## src/rtl/sqc_pkg.sv

```systemverilog
package sqc_pkg;
  localparam int MODE_W = 5;

  typedef enum logic [2:0] {
    QS_OFF    = 3'd0,
    QS_ARMED  = 3'd1,
    QS_ACTIVE = 3'd2,
    QS_PAUSED = 3'd3,
    QS_DONE   = 3'd4
  } qstate_e;

  typedef enum logic [1:0] {
    SRC_SW   = 2'd0,
    SRC_RISE = 2'd1,
    SRC_FALL = 2'd2,
    SRC_TMR  = 2'd3
  } src_e;

  typedef struct packed {
    logic       valid;
    logic       cont;
    src_e       src;
    logic [4:0] exp;
  } mode_dec_t;
endpackage

```

## src/rtl/sqc_mode_dec.sv

```systemverilog
module sqc_mode_dec
  import sqc_pkg::*;
(
  input  logic [MODE_W-1:0] mode_i,
  output mode_dec_t         dec_o
);
  always_comb begin
    dec_o       = '0;
    dec_o.src   = SRC_SW;
    if (mode_i >= 5'd11 && mode_i <= 5'd14) begin
      dec_o.valid = 1'b1;
      dec_o.src   = SRC_TMR;
      dec_o.exp   = mode_i + 5'd3;
    end else if (mode_i == 5'd17) begin
      dec_o.valid = 1'b1;
      dec_o.cont  = 1'b1;
    end else if (mode_i == 5'd18) begin
      dec_o.valid = 1'b1;
      dec_o.cont  = 1'b1;
      dec_o.src   = SRC_RISE;
    end else if (mode_i == 5'd19) begin
      dec_o.valid = 1'b1;
      dec_o.cont  = 1'b1;
      dec_o.src   = SRC_FALL;
    end else if (mode_i >= 5'd20 && mode_i <= 5'd30) begin
      dec_o.valid = 1'b1;
      dec_o.cont  = 1'b1;
      dec_o.src   = SRC_TMR;
      dec_o.exp   = mode_i - 5'd13;
    end
  end
endmodule

```

## src/rtl/sqc_edge.sv

```systemverilog
module sqc_edge (
  input  logic clk_i,
  input  logic rst_ni,
  input  logic lvl_i,
  output logic rise_o,
  output logic fall_o
);
  logic lvl_q;

  always_ff @(posedge clk_i or negedge rst_ni) begin
    if (!rst_ni) lvl_q <= 1'b0;
    else         lvl_q <= lvl_i;
  end

  assign rise_o = lvl_i & ~lvl_q;
  assign fall_o = ~lvl_i & lvl_q;
endmodule

```

## src/rtl/sqc_timer.sv

```systemverilog
module sqc_timer #(
  parameter int DIV     = 4,
  parameter int MAX_EXP = 17
) (
  input  logic       clk_i,
  input  logic       rst_ni,
  input  logic       restart_i,
  input  logic [4:0] exp_i,
  output logic       evt_o
);
  logic qtick;

  generate
    if (DIV == 1) begin : g_nodiv
      assign qtick = 1'b1;
    end else begin : g_div
      localparam int PCW = $clog2(DIV);
      localparam logic [PCW-1:0] PLAST = PCW'(DIV - 1);
      logic [PCW-1:0] pcnt;
      always_ff @(posedge clk_i or negedge rst_ni) begin
        if (!rst_ni)             pcnt <= '0;
        else if (restart_i)      pcnt <= '0;
        else if (pcnt == PLAST)  pcnt <= '0;
        else                     pcnt <= pcnt + PCW'(1);
      end
      assign qtick = (pcnt == PLAST);
    end
  endgenerate

  logic [MAX_EXP-1:0] tcnt, mask;

  // shift out of range yields 0, minus one gives all ones for exp == MAX_EXP
  always_comb mask = ({{(MAX_EXP-1){1'b0}}, 1'b1} << exp_i) - {{(MAX_EXP-1){1'b0}}, 1'b1};

  always_ff @(posedge clk_i or negedge rst_ni) begin
    if (!rst_ni)        tcnt <= '0;
    else if (restart_i) tcnt <= '0;
    else if (qtick)     tcnt <= tcnt + {{(MAX_EXP-1){1'b0}}, 1'b1};
  end

  assign evt_o = qtick && !restart_i && ((tcnt & mask) == mask);
endmodule

```

## src/rtl/scan_queue_ctrl.sv

```systemverilog
module scan_queue_ctrl
  import sqc_pkg::*;
#(
  parameter int PTR_W        = 6,
  parameter int PRESCALE_DIV = 4,
  parameter int MAX_EXP      = 17,
  parameter int STAT_W       = 16
) (
  input  logic              clk_i,
  input  logic              rst_ni,
  input  logic              stop_i,
  input  logic [4:0]        mode_i,
  input  logic              sw_trig_i,
  input  logic              ext_trig_i,
  input  logic              conv_done_i,
  input  logic              pause_i,
  input  logic [PTR_W-1:0]  start_ptr_i,
  input  logic [PTR_W-1:0]  bound_ptr_i,
  input  logic              wr_en_i,
  input  logic [STAT_W-1:0] wr_data_i,
  output logic [STAT_W-1:0] status_o,
  output logic              conv_req_o,
  output logic [PTR_W-1:0]  cwp_o
);
  localparam int FLAG_W  = 3;
  localparam int QS_LSB  = 4;
  localparam int CWP_LSB = 8;

  mode_dec_t          dec;
  logic [4:0]         mode_q;
  logic               mode_chg;
  qstate_e            st_q, st_d;
  logic [PTR_W-1:0]   cwp_q, cwp_d;
  logic [FLAG_W-1:0]  flags_q, flag_set;
  logic               rise, fall, tmr_evt, trig, restart, at_end;
  logic               unused_wr;

  assign unused_wr = ^wr_data_i[STAT_W-1:FLAG_W];

  sqc_mode_dec u_dec (.mode_i(mode_i), .dec_o(dec));

  sqc_edge u_edge (
    .clk_i(clk_i), .rst_ni(rst_ni), .lvl_i(ext_trig_i),
    .rise_o(rise), .fall_o(fall)
  );

  assign mode_chg = (mode_i != mode_q);
  assign restart  = stop_i | mode_chg | (st_q == QS_OFF);

  sqc_timer #(.DIV(PRESCALE_DIV), .MAX_EXP(MAX_EXP)) u_tmr (
    .clk_i(clk_i), .rst_ni(rst_ni), .restart_i(restart),
    .exp_i(dec.exp), .evt_o(tmr_evt)
  );

  always_comb begin
    unique case (dec.src)
      SRC_SW:   trig = sw_trig_i;
      SRC_RISE: trig = rise;
      SRC_FALL: trig = fall;
      default:  trig = tmr_evt;
    endcase
  end

  assign at_end = ((cwp_q + PTR_W'(1)) == bound_ptr_i);

  always_comb begin
    st_d     = st_q;
    cwp_d    = cwp_q;
    flag_set = '0;
    if (stop_i) begin
      st_d  = QS_OFF;
      cwp_d = start_ptr_i;
    end else if (mode_chg) begin
      st_d  = dec.valid ? QS_ARMED : QS_OFF;
      cwp_d = start_ptr_i;
    end else begin
      unique case (st_q)
        QS_OFF: begin
          cwp_d = start_ptr_i;
          if (dec.valid) st_d = QS_ARMED;
        end
        QS_ARMED: if (trig) begin
          st_d  = QS_ACTIVE;
          cwp_d = start_ptr_i;
        end
        QS_PAUSED: if (trig) st_d = QS_ACTIVE;
        QS_ACTIVE: begin
          if (trig) flag_set[2] = 1'b1;
          if (conv_done_i) begin
            if (at_end) begin
              flag_set[0] = 1'b1;
              cwp_d       = start_ptr_i;
              st_d        = dec.cont ? QS_ARMED : QS_DONE;
            end else begin
              cwp_d = cwp_q + PTR_W'(1);
              if (pause_i) begin
                flag_set[1] = 1'b1;
                st_d        = QS_PAUSED;
              end
            end
          end
        end
        default: ;
      endcase
    end
  end

  always_ff @(posedge clk_i or negedge rst_ni) begin
    if (!rst_ni) begin
      st_q    <= QS_OFF;
      cwp_q   <= '0;
      mode_q  <= '0;
      flags_q <= '0;
    end else begin
      st_q   <= st_d;
      cwp_q  <= cwp_d;
      mode_q <= mode_i;
      if (stop_i)       flags_q <= '0;
      else if (wr_en_i) flags_q <= (flags_q & wr_data_i[FLAG_W-1:0]) | flag_set;
      else              flags_q <= flags_q | flag_set;
    end
  end

  always_comb begin
    status_o                         = '0;
    status_o[FLAG_W-1:0]             = flags_q;
    status_o[QS_LSB +: 3]            = st_q;
    status_o[CWP_LSB +: PTR_W]       = cwp_q;
  end

  assign conv_req_o = (st_q == QS_ACTIVE);
  assign cwp_o      = cwp_q;

  // unimplemented codes never let a conversion through
  p_disabled_idle_r1: assert property (@(posedge clk_i) disable iff (!rst_ni)
    !dec.valid |=> !conv_req_o);

  p_start_from_wait_r2: assert property (@(posedge clk_i) disable iff (!rst_ni)
    $rose(conv_req_o) |-> ($past(status_o[QS_LSB +: 3]) == QS_ARMED ||
                           $past(status_o[QS_LSB +: 3]) == QS_PAUSED));

  p_ptr_hold_r3: assert property (@(posedge clk_i) disable iff (!rst_ni)
    (conv_req_o && !conv_done_i && !stop_i && !mode_chg) |=> $stable(cwp_o));

  p_cf_source_r3: assert property (@(posedge clk_i) disable iff (!rst_ni)
    $rose(status_o[0]) |-> $past(conv_done_i && conv_req_o));

  p_tor_source_r8: assert property (@(posedge clk_i) disable iff (!rst_ni)
    $rose(status_o[2]) |-> $past(conv_req_o));

  p_write_one_keeps_r9: assert property (@(posedge clk_i) disable iff (!rst_ni)
    (wr_en_i && wr_data_i[2:0] == 3'b111 && !stop_i) |=>
      ((status_o[2:0] & $past(status_o[2:0])) == $past(status_o[2:0])));

  p_stop_clear_r10: assert property (@(posedge clk_i) disable iff (!rst_ni)
    stop_i |=> (status_o[2:0] == 3'b000 && !conv_req_o));
endmodule

```

## config.mk

```make
export PLATFORM = sky130hd
export DESIGN_NAME = scan_queue_ctrl
export DESIGN_NICKNAME = d
export VERILOG_FILES = /design/src/rtl/sqc_pkg.sv /design/src/rtl/sqc_mode_dec.sv /design/src/rtl/sqc_edge.sv /design/src/rtl/sqc_timer.sv /design/src/rtl/scan_queue_ctrl.sv
export SDC_FILE = /design/constraint.sdc
export NUM_CORES = 1
export LEC_CHECK = 0
export ABC_AREA = 1
export BUFFER_PORTS_ARGS = -buffer_cell sky130_fd_sc_hd__buf_2
export CAP_MARGIN = 25
export CORE_ASPECT_RATIO = 0.9
export CORE_MARGIN = 3
export CORE_UTILIZATION = 55
export DETAILED_ROUTE_END_ITERATION = 7
export GPL_TIMING_DRIVEN = 0
export HOLD_SLACK_MARGIN = 0.06
export PLACE_DENSITY = 0.84
export SETUP_SLACK_MARGIN = 0.02
export SLEW_MARGIN = 20
export SYNTH_ARGS = -nofsm -noshare
export SYNTH_HDL_FRONTEND = slang
export SYNTH_SLANG_ARGS = --single-unit
```

## constraint.sdc

```tcl
create_clock -name clk_i -period 3.59 [get_ports clk_i]
set_input_delay 0.5385 -clock clk_i [delete_from_list [all_inputs] [get_ports clk_i]]
set_output_delay 0.5385 -clock clk_i [all_outputs]
set_load 0.05 [all_outputs]
```

After elaboration in Yosys (flattened, before gate mapping):

Cells that the tools add are included.

* register bits: 37
* latch bits: 0
* bits in writable memories: 0
* ROM bits: 0
* input bits: 41
* output and inout port bits: 23
* logic and storage cells: 99
* memories kept: 0

* $add $sub $neg: 6
* multipliers: 0
* div/mod/pow operators: 0
* $lt $le $gt $ge: 4
* equality and inequality tests: 17
* shift-type cells: 1
* muxes and demuxes: 41
* bitwise logic cells: 10
* reduce and logical (&&, ||, !) cells: 13

Operators by type and width (count)
* 2-to-1 mux 3 bit: 13
* 2-to-1 mux 17 bit: 2
* 2-to-1 mux 6 bit: 5
* one-hot mux 6 bit (3 select lines): 1
* adder 17 x 1 -> 17 bit, second input constant: 1
* AND 17 bit: 1
* == test 17 bit: 1
* << shifter 1 x 5 -> 17 bit, first input constant: 1
* subtractor 17 x 1 -> 17 bit, second input constant: 1
* == test 5 bit, second input constant: 3
* 2-to-1 mux 7 bit: 2
* 2-to-1 mux 5 bit: 2
* nonzero test 5 bit: 2
* 2-to-1 mux 9 bit: 1
* one-hot mux 3 bit (3 select lines): 1
* 2-to-1 mux 2 bit: 4
* 2-to-1 mux 4 bit: 2
* != test 4 bit, second input constant: 2
* 2-to-1 mux 1 bit: 7
* adder 6 x 1 -> 6 bit, second input constant: 1
* == test 3 x 2 -> 1 bit, second input constant: 2
* == test 6 bit: 1
* bitwise OR 3 bit: 2
* adder 5 x 2 -> 5 bit, second input constant: 1
* 26 further kinds: 33

Depth between registers and ports, before layout:

* word-level depth: 20
* depth in mapped cells: 26

Hierarchy:

A second synthesis with hierarchy kept.

* cell total of the unflattened synthesis: 519
* area, all modules: 3335.7 µm²

By module, submodules not included
* sqc_timer: instances 1, cells each 229, area an instance 1530.2 µm²
* scan_queue_ctrl: instances 1, cells each 221, area an instance 1467.7 µm²
* sqc_mode_dec: instances 1, cells each 64, area an instance 297.8 µm²
* sqc_edge: instances 1, cells each 5, area an instance 40.0 µm²

Worst setup path before layout:

Ideal clock, no wire load.

* path kind: input port to flip-flop
* from: input port mode_i[0]
* to: register cwp_q[0] (netlist: cwp_o[0])
* arrival time: 2.860 ns
* setup slack: 0.610 ns
* stages on the path: 25
* cell sequence: inv_2 -> buf_6 -> ha_1 -> inv_1 -> nand3_1 -> nand2_1 -> nand2_1 -> nand2_1 -> nand2_1 -> nor2_4 -> nand2_1 -> ha_1 -> inv_1 -> or2_2 -> nand3_1 -> nor2_1 -> nand2_1 -> nor2_1 -> nand2_1 -> nor2_2 -> nand3_2 -> nand4_4 -> nand2_4 -> nand2_1 -> nand2_1

* word-level cells in the longest chain between the ends: 15
* elaborated cells between the ends (all ways): 38
* classes of those cells: add/sub: 3; order compare: 4; eq/ne: 9; shift: 1; mux: 10; bitwise: 3; reduce/logical: 8

Ends and longest elaborated chain
* start: declaration: line scan_queue_ctrl.sv:12 `input logic [4:0] mode_i,`
* >= comparator 5 bit or less-or-equal comparator 5 bit (tied branches): line sqc_mode_dec.sv:25 `end else if (mode_i >= 5'd20 && mode_i <= 5'd30) begin`
* logical AND 1 bit: line sqc_mode_dec.sv:25
* 2-to-1 mux 9 bit: line sqc_mode_dec.sv:25
* 2-to-1 mux 5 bit: line sqc_mode_dec.sv:21 `end else if (mode_i == 5'd19) begin`
* 2-to-1 mux 5 bit: line sqc_mode_dec.sv:17 `end else if (mode_i == 5'd18) begin`
* 2-to-1 mux 7 bit: line sqc_mode_dec.sv:14 `end else if (mode_i == 5'd17) begin`
* 2-to-1 mux 7 bit: line sqc_mode_dec.sv:10 `if (mode_i >= 5'd11 && mode_i <= 5'd14) begin`
* << shifter 1 x 5 -> 17 bit: line sqc_timer.sv:33 `always_comb mask = ({{(MAX_EXP-1){1'b0}}, 1'b1} << exp_i) - {{(MAX_EXP-1){1'b0}}, 1'b1};`
* subtractor 17 x 1 -> 17 bit: line sqc_timer.sv:33
* AND 17 bit: line sqc_timer.sv:41 `assign evt_o = qtick && !restart_i && ((tcnt & mask) == mask);`
* == test 17 bit: line sqc_timer.sv:41
* logical AND 1 bit: line sqc_timer.sv:41
* one-hot mux 1 bit (3 select lines): line scan_queue_ctrl.sv:56 `unique case (dec.src)`
* != test 4 bit (no source line)
* AND reduction 3 bit (no source line)
* end signal: assignment: line scan_queue_ctrl.sv:116 `cwp_q <= cwp_d;`
* end: declaration: line scan_queue_ctrl.sv:33 `logic [PTR_W-1:0] cwp_q, cwp_d;`

Several ways; a longest one is shown, not always the timed one.
A chain may end at the register's enable or synchronous reset.

Final worst setup path:

Ends and elaborated chain as after synthesis.

==> results.cfg <==
[synthesis]
synthDistinctLibCells = 43
yosys_warnings = 0
synth_area_um2 = 3158
postSynthCellCount = 457
async_flop_share_pct = 100.0
synth_edf_count = 0
ys_dominant_reg_cell = dfrtp_1
ys_seq_area_share_pct = 29.32
ys_seq_elements = 37
netlist.area_leader.share_pct = 29.32
synth.avg_cell_area_um2 = 6.910
netlist_top_cells_area = dfrtp_1 29%, nand2_1 13%, nor2_1 7.0%, nand3_1 6.7%, inv_1 5.9%
yosys.area.top_type = dfrtp_1

[setup_path]
worst_path_largest_cell_delay_ns = 0.32
timing.critical_path.slowest_stage_cell = ha_2
crit_start = mode_i[0]
start_kind = input port
r2r-start = cwp_o[0]
reg2reg_depth = 14
cp-end-kind = register
critPathKind = input port to register
cp_common_cell = nand2_1
crit_end = cwp_o[0]
reg2reg_to = cwp_o[3]
cp.arrival_ns = 3.45
reg2reg_slack_ns = 0.98
path_max_fanout = 11
worstPathRequired_ns = 3.77

[drt]
met2WireLength_mm = 3.390
drc_errors = 0
drt_iter0_drc = 208
top_layer = met4
wirelength_mm = 7.246
drt-pass1-iter-count = 5
ant_nets = 0
avgViaCountPerCell = 5.405
wl_per_cell_um = 12.45
drt-met1-wl_mm = 3.192
vias = 3146
met3_length_um = 535

[clock_tree]
clk_pin_slew_ns = 0.06
cts.sinks = 37
cts_inserted_buffers = 5
insertion_delay_ns = 0.29
clockBufferDepth = 2
htreeDepth = 2
postCtsHoldBufs = 0
ctsRootBufferMaster = clkbuf_8
tritoncts = built

[grt]
grt_pass1_vias = 2936
grtUsageTotal_pct = 22.69
grt-ovfl-total = 0
grt_pass1_wl_mm = 12.51
antenna_found_initial = 0
grt_max_degree = 38

[finish]
final_cells = 582
diodes = 0
drive_gt1_share_pct = 22.72
area_growth_pct = 13.51
fin_nets = 565

[sta]
holdWs_ns = 0.3435
fin_skew_ns = 0.004575
setup-violations-final = 0
post-route-period-util_pct = 91.26
period_needed_ns = 3.276
rsz0062_at_grt = false
fmax_ghz = 0.3052
worstMarginPinSlew_ns = 0.8037
worst_slack_ns = 0.3136
drv_slew = 0
slew_headroom_pct = 46.42
hold_viol_final = 0

[min_path]
hold_class = input port to async pin

[placement]
dp.final_hpwl_mm = 5.631
dpl_worst_slack_ns = -0.02876
dpl.cell_count = 573
numPortBuffers = 46
routabilityCongestion = 0.9068

[floorplan]
start_util_pct = 58.36
num_rows = 25
dieHeight_um = 77.89
die_w_um = 85.88
die-area_um2 = 6688
core_area_um2 = 5411
pin_count = 64

[power_and_ir_drop]
powerDensity_nw_per_um2 = 284.9
ir_worst_vdd_mv = 0.2559
p_leak_nw = 1.848

[status]
status = completed

[job]
cap_viol_max_count = 0
-- state kept, by name, indices dropped and copies added, names as in the netlist --
register	flops
cwp_o	6
flags_q	3
mode_q	5
st_q	3
u_edge.lvl_q	1
u_tmr.g_div.pcnt	2
u_tmr.tcnt	17
-- logic make-up after synthesis --
group / Yosys count / synth area share [%]
AOI/OAI and AO/OA: 52 / 9.390
xor gates and xnor gates: 11 / 3.645
and+or+nand+nor: 276 / 43.62
adders and majority gates: 8 / 3.170
buffers and inverters: 72 / 10.74
DFF: 37 / 29.32
other: 1 / 0.1187
-- synth_stat cells (3+ instances only) --
| master | n |
|---|---|
| a211oi_1 | 3 |
| a21oi_1 | 18 |
| buf_4 | 11 |
| buf_6 | 3 |
| dfrtp_1 | 37 |
| ha_1 | 8 |
| inv_1 | 50 |
| inv_2 | 5 |
| nand2_1 | 112 |
| nand2_2 | 6 |
| nand2_4 | 7 |
| nand3_1 | 42 |
| nand3_2 | 3 |
| nand3b_1 | 3 |
| nand4_1 | 11 |
| nor2_1 | 59 |
| nor2_2 | 7 |
| nor2_4 | 5 |
| nor3_1 | 5 |
| nor4_1 | 3 |
| o21ai_0 | 14 |
| o21ai_1 | 7 |
| or2_2 | 4 |
| xor2_1 | 8 |
-- cells in the final DEF, fill, tap and decap left out, types with 2 or more instances in the layout --
| cell | instances |
|---|---|
| a31oi_1 | 2 |
| inv_1 | 50 |
| o21ai_1 | 7 |
| nand4_1 | 11 |
| nor2_2 | 7 |
| nand3b_1 | 3 |
| a211oi_1 | 3 |
| conb_1 | 4 |
| nor2_1 | 59 |
| nand2_2 | 6 |
| o21ai_0 | 14 |
| clkbuf_8 | 5 |
| nand3_2 | 3 |
| or2_2 | 4 |
| xor2_1 | 8 |
| nand3_1 | 42 |
| xnor2_1 | 2 |
| buf_6 | 3 |
| nor3b_1 | 2 |
| clkbuf_1 | 2 |
| ha_1 | 7 |
| nor3_1 | 5 |
| nor2_4 | 5 |
| buf_2 | 45 |
| a21oi_1 | 18 |
| nand4_2 | 2 |
| nand2_4 | 7 |
| nand4_4 | 2 |
| dfrtp_1 | 37 |
| nor4_1 | 3 |
| buf_4 | 14 |
| nand2_1 | 112 |
| inv_2 | 5 |
| o21a_1 | 2 |
-- worst max-delay path, delay by kind of cell --
| kind | cells | cell delay [ns] |
|---|---|---|
| adders and majority gates | 2 | 0.53 |
| and+or+nand+nor | 20 | 1.91 |
| buffers and inverters | 4 | 0.47 |
-- repair_timing --
action                                  in CTS  in global routing
gates resized for setup                      0                  2
buffers inserted                             0                  3
endpoints found under the setup margin       0                 10
-- power breakdown --
group,internal (mW),switching [mW]
Sequential,0.426,0.0102
Clock,0.128,0.135
Combinational,0.108,0.215
Total,0.661,0.360
-- routing by layer --
metal,GRT usage (%),vias up
li1,-,1586
met1,29.37,1418
met2,37.13,125
met3,4.671,17
met4,8.228,0
met5,0,-
-- cell type report --
class | instances | area (µm²)
inverters | 56 | 215.2
clock inverters | 1 | 5.005
flip-flops and latches | 37 | 925.9
clock buffers | 5 | 68.82
well taps | 67 | 83.83
multi-input cells | 351 | 1907
fillers | 460 | 1827
plain buffers | 16 | 123.9
repair buffers | 49 | 255.2
-- worst min-delay path by stage --
stage,to,from,cells past startpoint
after detailed placement,u_tmr.g_div.pcnt[0],u_tmr.g_div.pcnt[0],1
after global routing,u_edge.lvl_q,ext_trig_i,1
after CTS,u_tmr.tcnt[14],rst_ni,1
after floorplan,cwp_o[0],rst_ni,0
after global placement,u_tmr.g_div.pcnt[0],u_tmr.g_div.pcnt[0],1
final,u_tmr.g_div.pcnt[0],rst_ni,1
-- per-stage QoR --
stage / area, µm² / TNS (ns) / total power, mW / utilization (%)
after floorplan: 3169 / 0 / 0.6783 / -
after global placement: 3483 / 0 / 0.7461 / 64.37
after detailed placement: 3483 / -0.1400 / 0.7532 / 64.37
after CTS: 3557 / 0 / 1.020 / 65.73
after global routing: 3585 / 0 / 1.080 / 66.24
final: 3585 / 0 / 1.021 / 66.24
(Power assumes the default switching activity.)
